### src/rtl/arc_pkg.sv
package arc_pkg;

  // Gate used to merge the generate and propagate terms of a cell's carry
  typedef enum logic {
    MERGE_OR  = 1'b0,
    MERGE_XOR = 1'b1
  } carry_merge_e;

  // Odd-numbered stages work on complemented signals
  function automatic logic stage_inverted(input int idx);
    return logic'((idx % 2) == 1);
  endfunction

endpackage

### src/rtl/arc_operand_prep.sv
module arc_operand_prep #(
  parameter int WIDTH = 32
) (
  input  logic [WIDTH-1:0] op_a,
  input  logic [WIDTH-1:0] op_b,
  input  logic             carry_in,
  input  logic             sub_en,
  output logic [WIDTH-1:0] a_pol,
  output logic [WIDTH-1:0] b_pol,
  output logic             chain_cin
);

  logic [WIDTH-1:0] lane_inv;
  logic [WIDTH-1:0] b_true;

  // Per-lane polarity mask: set for odd stages
  for (genvar i = 0; i < WIDTH; i++) begin : g_mask
    assign lane_inv[i] = arc_pkg::stage_inverted(i);
  end

  // Two's-complement subtract: complement B, force carry into stage 0
  always_comb begin
    b_true    = op_b ^ {WIDTH{sub_en}};
    chain_cin = sub_en ? 1'b1 : carry_in;
    a_pol     = op_a ^ lane_inv;
    b_pol     = b_true ^ lane_inv;
  end

endmodule

### src/rtl/arc_cell.sv
module arc_cell #(
  parameter arc_pkg::carry_merge_e MERGE = arc_pkg::MERGE_OR
) (
  input  logic x,
  input  logic y,
  input  logic ci,
  output logic s,
  output logic co_n
);

  logic prop;
  logic gen;
  logic pass;

  assign prop = x ^ y;
  assign gen  = x & y;
  assign pass = ci & prop;
  assign s    = prop ^ ci;

  // Inverting carry gate; gen and pass are never both high
  if (MERGE == arc_pkg::MERGE_XOR) begin : g_xor_merge
    assign co_n = ~(gen ^ pass);
  end else begin : g_or_merge
    assign co_n = ~(gen | pass);
  end

  always_comb begin
    assert ({~co_n, s} == (2'(x) + 2'(y) + 2'(ci)))
      else $error("cell outputs disagree with bit count");
  end

endmodule

### src/rtl/arc_chain.sv
module arc_chain #(
  parameter int                    WIDTH = 32,
  parameter arc_pkg::carry_merge_e MERGE = arc_pkg::MERGE_OR
) (
  input  logic [WIDTH-1:0] a_pol,
  input  logic [WIDTH-1:0] b_pol,
  input  logic             chain_cin,
  output logic [WIDTH-1:0] s_pol,
  output logic             link_msb,
  output logic             link_end
);

  // link[i] is the carry into stage i, inverted when i is odd
  logic [WIDTH:0] link;

  assign link[0] = chain_cin;

  for (genvar i = 0; i < WIDTH; i++) begin : g_stage
    arc_cell #(.MERGE(MERGE)) u_cell (
      .x    (a_pol[i]),
      .y    (b_pol[i]),
      .ci   (link[i]),
      .s    (s_pol[i]),
      .co_n (link[i+1])
    );
  end

  assign link_msb = link[WIDTH-1];
  assign link_end = link[WIDTH];

endmodule

### src/rtl/arc_result.sv
module arc_result #(
  parameter int WIDTH = 32
) (
  input  logic [WIDTH-1:0] s_pol,
  input  logic             link_msb,
  input  logic             link_end,
  output logic [WIDTH-1:0] sum,
  output logic             carry_out,
  output logic             overflow
);

  localparam logic END_INV = arc_pkg::stage_inverted(WIDTH);
  localparam logic MSB_INV = arc_pkg::stage_inverted(WIDTH - 1);

  logic [WIDTH-1:0] lane_inv;
  logic             c_into_msb;

  for (genvar i = 0; i < WIDTH; i++) begin : g_mask
    assign lane_inv[i] = arc_pkg::stage_inverted(i);
  end

  always_comb begin
    sum        = s_pol ^ lane_inv;
    carry_out  = link_end ^ END_INV;
    c_into_msb = link_msb ^ MSB_INV;
    overflow   = c_into_msb ^ carry_out;
  end

endmodule

### src/rtl/arc_adder.sv
module arc_adder #(
  parameter int                    WIDTH = 32,
  parameter arc_pkg::carry_merge_e MERGE = arc_pkg::MERGE_OR
) (
  input  logic [WIDTH-1:0] op_a,
  input  logic [WIDTH-1:0] op_b,
  input  logic             carry_in,
  input  logic             sub_en,
  output logic [WIDTH-1:0] sum,
  output logic             carry_out,
  output logic             overflow
);

  localparam int MSB = WIDTH - 1;

  logic [WIDTH-1:0] a_pol;
  logic [WIDTH-1:0] b_pol;
  logic [WIDTH-1:0] s_pol;
  logic             chain_cin;
  logic             link_msb;
  logic             link_end;

  arc_operand_prep #(.WIDTH(WIDTH)) u_prep (
    .op_a      (op_a),
    .op_b      (op_b),
    .carry_in  (carry_in),
    .sub_en    (sub_en),
    .a_pol     (a_pol),
    .b_pol     (b_pol),
    .chain_cin (chain_cin)
  );

  arc_chain #(.WIDTH(WIDTH), .MERGE(MERGE)) u_chain (
    .a_pol     (a_pol),
    .b_pol     (b_pol),
    .chain_cin (chain_cin),
    .s_pol     (s_pol),
    .link_msb  (link_msb),
    .link_end  (link_end)
  );

  arc_result #(.WIDTH(WIDTH)) u_res (
    .s_pol     (s_pol),
    .link_msb  (link_msb),
    .link_end  (link_end),
    .sum       (sum),
    .carry_out (carry_out),
    .overflow  (overflow)
  );

  always_comb begin
    if (!sub_en) begin
      AST_ADD_MATCH: assert ({carry_out, sum} ==
                             ({1'b0, op_a} + {1'b0, op_b} + {{WIDTH{1'b0}}, carry_in}))
        else $error("add result mismatch");
    end else begin
      AST_SUB_MATCH: assert ((sum == (op_a - op_b)) && (carry_out == (op_a >= op_b)))
        else $error("subtract result mismatch");
    end
    AST_OVF_SIGNS: assert (overflow ==
                           (((op_a[MSB] == (op_b[MSB] ^ sub_en))) && (sum[MSB] != op_a[MSB])))
      else $error("overflow flag mismatch");
  end

endmodule

### config.mk
export PLATFORM = sky130hd
export DESIGN_NAME = arc_adder
export DESIGN_NICKNAME = d
export VERILOG_FILES = /design/src/rtl/arc_pkg.sv /design/src/rtl/arc_operand_prep.sv /design/src/rtl/arc_cell.sv /design/src/rtl/arc_chain.sv /design/src/rtl/arc_result.sv /design/src/rtl/arc_adder.sv
export SDC_FILE = /design/constraint.sdc
export NUM_CORES = 1
export LEC_CHECK = 0
export ABC_AREA = 1
export BUFFER_PORTS_ARGS = -buffer_cell sky130_fd_sc_hd__buf_4
export CORE_MARGIN = 1
export CORE_UTILIZATION = 25
export DETAILED_ROUTE_END_ITERATION = 12
export PLACE_DENSITY = 0.53
export SYNTH_ARGS = -nofsm -noshare
export SYNTH_HDL_FRONTEND = slang
export SYNTH_SLANG_ARGS = --single-unit
### constraint.sdc
create_clock -name vclk -period 21
set_input_delay 2.1 -clock vclk [all_inputs]
set_output_delay 2.1 -clock vclk [all_outputs]
set_load 0.1 [all_outputs]
Word-level counts from Yosys, hierarchy flattened
Index checks and enable logic that the tools add are counted.

Bits in registers: 0. Input port bits: 66. Logic and storage cells: 198.

Multiplexer cells: 1. Bitwise gates (word level): 197.

Operators by type and width (count): $xor 1x1->1 (65); $and 1x1->1 (64); $not 16->16 (3); $not 1->1 (32); $or 1x1->1 (32); $xor 32x32->32 (1); $mux 1 (1).

Longest topological paths before layout
Depth after elaboration: 99. Gate-level depth with buffers: 46. Depth with buffers taken out: 44.

Modules after synthesis
Synthesis repeated with hierarchy kept, for this count alone.

Cell total of the unflattened synthesis: 367. Area total of the unflattened synthesis: 2083.2 um2.

By module, submodules not included: arc_cell (cells an instance 5, times used 32, area each 35.0 um2, seq. area each 0.0 um2); arc_operand_prep (cells an instance 169, times used 1, area each 755.7 um2, seq. area each 0.0 um2); arc_result (cells an instance 38, times used 1, area each 206.4 um2, seq. area each 0.0 um2).

Worst setup path after synthesis
No wires, ideal clock.

Path kind: input -> output. Start point: input port sub_en. End point: output port overflow. Stages on the path: 43. Data arrival time: 15.486 ns. Data required time: 18.900 ns. Setup slack: 3.414 ns. Path buffers: 1. Cells stage by stage: buf_6 or2_2 fa_1 inv_1 fa_1 inv_1 fa_1 fa_1 fa_1 fa_1 fa_1 fa_1 fa_1 fa_1 fa_1 fa_1 fa_1 fa_1 [... 7 more ...] fa_1 fa_1 fa_1 fa_1 fa_1 fa_1 fa_1 inv_1 fa_1 inv_1 fa_1 inv_1 fa_1 inv_1 fa_1 inv_1 nand2_1 nand2_1.

Word-level cells in the longest chain between the ends: 99. Elaborated cells on any way between the ends: 164. Classes of those cells: 1 x mux; 163 x bitwise.

RTL lines: start, declared (line arc_adder.sv:8) `input logic sub_en,`; $xor 32x32->32 (line arc_operand_prep.sv:23) `b_true = op_b ^ {WIDTH{sub_en}};`; $xor 1x1->1 (line arc_cell.sv:15) `assign prop = x ^ y;`; $and 1x1->1 (line arc_cell.sv:17) `assign pass = ci & prop;`; $or 1x1->1 (line arc_cell.sv:24) `assign co_n = ~(gen | pass);`; $not 1->1 (line arc_cell.sv:24); $and 1x1->1 (line arc_cell.sv:17); $or 1x1->1 (line arc_cell.sv:24); $not 1->1 (line arc_cell.sv:24); [... 84 more ...]; $and 1x1->1 (line arc_cell.sv:17); $or 1x1->1 (line arc_cell.sv:24); $not 1->1 (line arc_cell.sv:24); $and 1x1->1 (line arc_cell.sv:17); $or 1x1->1 (*) (line arc_cell.sv:24); $not 1->1 (*) (line arc_cell.sv:24); named net carry_out (line arc_adder.sv:10) `output logic carry_out,`; $xor 1x1->1 (*) (line arc_result.sv:26) `overflow = c_into_msb ^ carry_out;`; end, declared (line arc_adder.sv:11) `output logic overflow`.

Mark *: on every way through the listed nets, which the timed path passes. The rest lies on a longest branch.

Final worst setup path
Start point: input port sub_en. End point: output port overflow.

Word-level cells in the longest chain between the ends: 99. Elaborated cells on any way between the ends: 164. Classes of those cells: 1 x mux; 163 x bitwise.

RTL lines (line): $xor 32x32->32 (arc_operand_prep.sv:23); $xor 1x1->1 (arc_cell.sv:15); $and 1x1->1 (arc_cell.sv:17); $or 1x1->1 (arc_cell.sv:24); $not 1->1 (arc_cell.sv:24); $and 1x1->1 (arc_cell.sv:17); $or 1x1->1 (arc_cell.sv:24); $not 1->1 (arc_cell.sv:24); [... 83 more ...]; $not 1->1 (arc_cell.sv:24); $and 1x1->1 (arc_cell.sv:17); $or 1x1->1 (arc_cell.sv:24); $not 1->1 (arc_cell.sv:24); $and 1x1->1 (arc_cell.sv:17); $or 1x1->1 (arc_cell.sv:24); $not 1->1 (arc_cell.sv:24); $xor 1x1->1 (*) (arc_result.sv:26).

Mark *: on every way between the ends. The rest lies on a longest branch, timed or not.

==> results_tabular.tex <==
\begin{tabular}{lr}
\hline
Metric & Value \\
\hline
\multicolumn{2}{l}{\textbf{Status}} \\
Run status & completed \\
\multicolumn{2}{l}{\textbf{Die}} \\
Vertical extent of the die & 77.47 um \\
Total I/O pin count & 100 \\
Horizontal die dimension & 77.47 um \\
Overall die area & 0.006002 sq mm \\
\# rows & 27 \\
Starting density of the core & 25.86\% \\
Placeable Area & 0.005507 sq mm \\
\multicolumn{2}{l}{\textbf{Yosys}} \\
Synth area leaders & sky130\_fd\_sc\_hd\_\_fa\_1, sky130\_fd\_sc\_hd\_\_nand2\_1, sky130\_fd\_sc\_hd\_\_inv\_1 \\
Syn\_nets & 299 \\
Mapped cell area & 0.001424 sq mm \\
Syn. warnings & 0 \\
Most area-hungry cell type in the Yosys netlist & sky130\_fd\_sc\_hd\_\_fa\_1 \\
Average instance area after synthesis & 7.084 sq um \\
Yosys top cell area share & 44.99\% \\
Most frequent cells after synthesis & sky130\_fd\_sc\_hd\_\_nand2\_1, sky130\_fd\_sc\_hd\_\_inv\_1, sky130\_fd\_sc\_hd\_\_fa\_1 \\
Number of cells produced by synthesis & 201 \\
Most frequently used cell type in the post-synthesis netlist & sky130\_fd\_sc\_hd\_\_nand2\_1 \\
Sequential area share after synthesis & 0\% \\
Cell variety after synth & 9 \\
\multicolumn{2}{l}{\textbf{Detailed routing}} \\
Mean routed wirelength per cell & 9.003 um \\
Iteration-0 DRC Markers & 27 \\
WL final & 3.151 mm \\
Via count normalized by instance count & 3.851 \\
Via count & 1348 \\
Residual DRC & 0 \\
Remaining number of nets flagged by the antenna check after routing & 0 \\
Count of TritonRoute iterations in the first routing pass & 4 \\
\multicolumn{2}{l}{\textbf{Global route}} \\
Global-route congestion overflow total & 0 \\
First-pass GRT wire length & 5.181 mm \\
Antenna violations before repair & 0 \\
Largest net degree at the start of global routing & 35 \\
Via count of the first global-routing pass & 1251 \\
Overall Global Routing Usage & 10.08\% \\
\multicolumn{2}{l}{\textbf{Timing}} \\
Final worst-path cycle share & 83.57\% \\
Achievable clock frequency & 56.98 MHz \\
Crit path time final & 17.55 ns \\
Number of hold-slack violations in the final timing report & 0 \\
Tightest Pin Transition & 0.3887 ns \\
Sum of negative setup slack & 0 ns \\
Final setup violation count & 0 \\
Max-slew violation count & 0 \\
Remaining max-slew budget at the tightest pin & 74.08\% \\
Setup repair after global routing missed its margin & no \\
\multicolumn{2}{l}{\textbf{Layout}} \\
Sequential cell area & 0 sq um \\
Sequential cell count & 0 \\
Number of diodes & 0 \\
Number of nets in the layout & 378 \\
Final Util & 37.49\% \\
Layout cells sized above 1 & 40.29\% \\
\# clk buffers & 0 \\
Synthesis-to-layout area growth & 44.99\% \\
Fillers & 593 \\
\multicolumn{2}{l}{\textbf{Place}} \\
Gpl congestion & 0.6996 \\
Detailed placement HPWL & 2.781 mm \\
Number of input and output port buffers inserted & 100 \\
\multicolumn{2}{l}{\textbf{Min path}} \\
Worst Hold Path EP & sum[22] \\
Number of cells on the worst hold path & 3 \\
Hold Crit Class & input pin to primary output \\
Worst Hold Launch & op\_a[22] \\
\multicolumn{2}{l}{\textbf{CTS}} \\
Total of hold buffers inserted after clock tree synthesis & 0 \\
CTS-repair resized insts & 0 \\
Setup fix buffers added after clock tree synthesis & 0 \\
\multicolumn{2}{l}{\textbf{Critical path}} \\
Data required time of the worst path & 18.90 ns \\
Buf+Inv Stages, Crit Path & 10 \\
Path type of the worst setup path & input pin to primary output \\
Crit-path leading delay family & adder cells \\
Critical Path Fanout Max & 34 \\
Crit. Startpoint & sub\_en \\
Critical path launch point type & input pin \\
CP most frequent cell & sky130\_fd\_sc\_hd\_\_fa\_1 \\
Slowest library cell on the worst path & sky130\_fd\_sc\_hd\_\_fa\_1 \\
Data arrival, critical path & 15.45 ns \\
Slowest stage delay, CP & 0.42 ns \\
Critical Path End Type & primary output \\
\multicolumn{2}{l}{\textbf{Pwr}} \\
Pwr/cell area & 90.42 mW/mm\^{}2 \\
Leakage & 1.263 nW \\
Sum of internal, switching and leakage power & 0.1867 mW \\
VDD IR max & 0.04686 mV \\
\multicolumn{2}{l}{\textbf{Job}} \\
Max-capacitance violation count & 0 \\
\hline
\end{tabular}
-- report_power, final --
group,leakage [nW],switching (mW),internal (mW)
Combinational,1.26,0.147,0.0400
Clock,0,0,0
Sequential,0,0,0
Total,1.26,0.147,0.0400
-- cells by family (layout without fill, tap and decap cells) --
family,after synthesis,in the layout,synth area share (%)
adders and majority gates,32,32,44.99
and+or+nand+nor,100,100,28.30
buffers and inverters,69,146,26.71
-- worst max path at each step --
stage	endpoint	cells after the start	slack, ns
4_1_cts	overflow	46	3.30
5_1_grt	overflow	46	2.77
2_1_floorplan	overflow	43	3.41
3_5_place_dp	overflow	46	3.33
6_report	overflow	46	3.45
3_3_place_gp	overflow	46	3.40
-- per-layer routing --
metal	global-route usage (%)	routed length (um)	vias to the layer above
li1	-	-	690
met1	12.13	1285	602
met2	18.94	1587	56
met3	2.118	278	0
met4	0.7547	0	0
met5	0	0	-
-- cell usage in the layout (no fill, tap or decap), drive strengths merged --
cell type  count
fa            32
inv           46
or2            1
nand2         99
buf          100
-- worst min-delay path, cell delays in order --
cell and delay (ns):
sky130_fd_sc_hd__buf_4 0.09, sky130_fd_sc_hd__fa_1 0.15, sky130_fd_sc_hd__buf_4 0.28
-- metrics by stage --
stage | cells | hold WS [ns] | worst slack [ns] | instance area (sq um)
6_report | 350 | 4.718 | 3.451 | 2064
5_1_grt | 350 | 4.729 | 2.772 | 2064
4_1_cts | 350 | 4.720 | 3.302 | 2064
3_5_place_dp | 350 | 4.720 | 3.326 | 2064
3_3_place_gp | 350 | 4.722 | 3.398 | 2064
2_1_floorplan | 201 | 4.619 | 3.414 | 1424
-- final cells by class --
class              count  area, sq um  area share [%]
multi-input cells    132         1044           50.55
repair buffers       100        750.7           36.36
well taps             72        90.09           4.364
inverters             46        180.2           8.727
(Power assumes the default switching activity.)
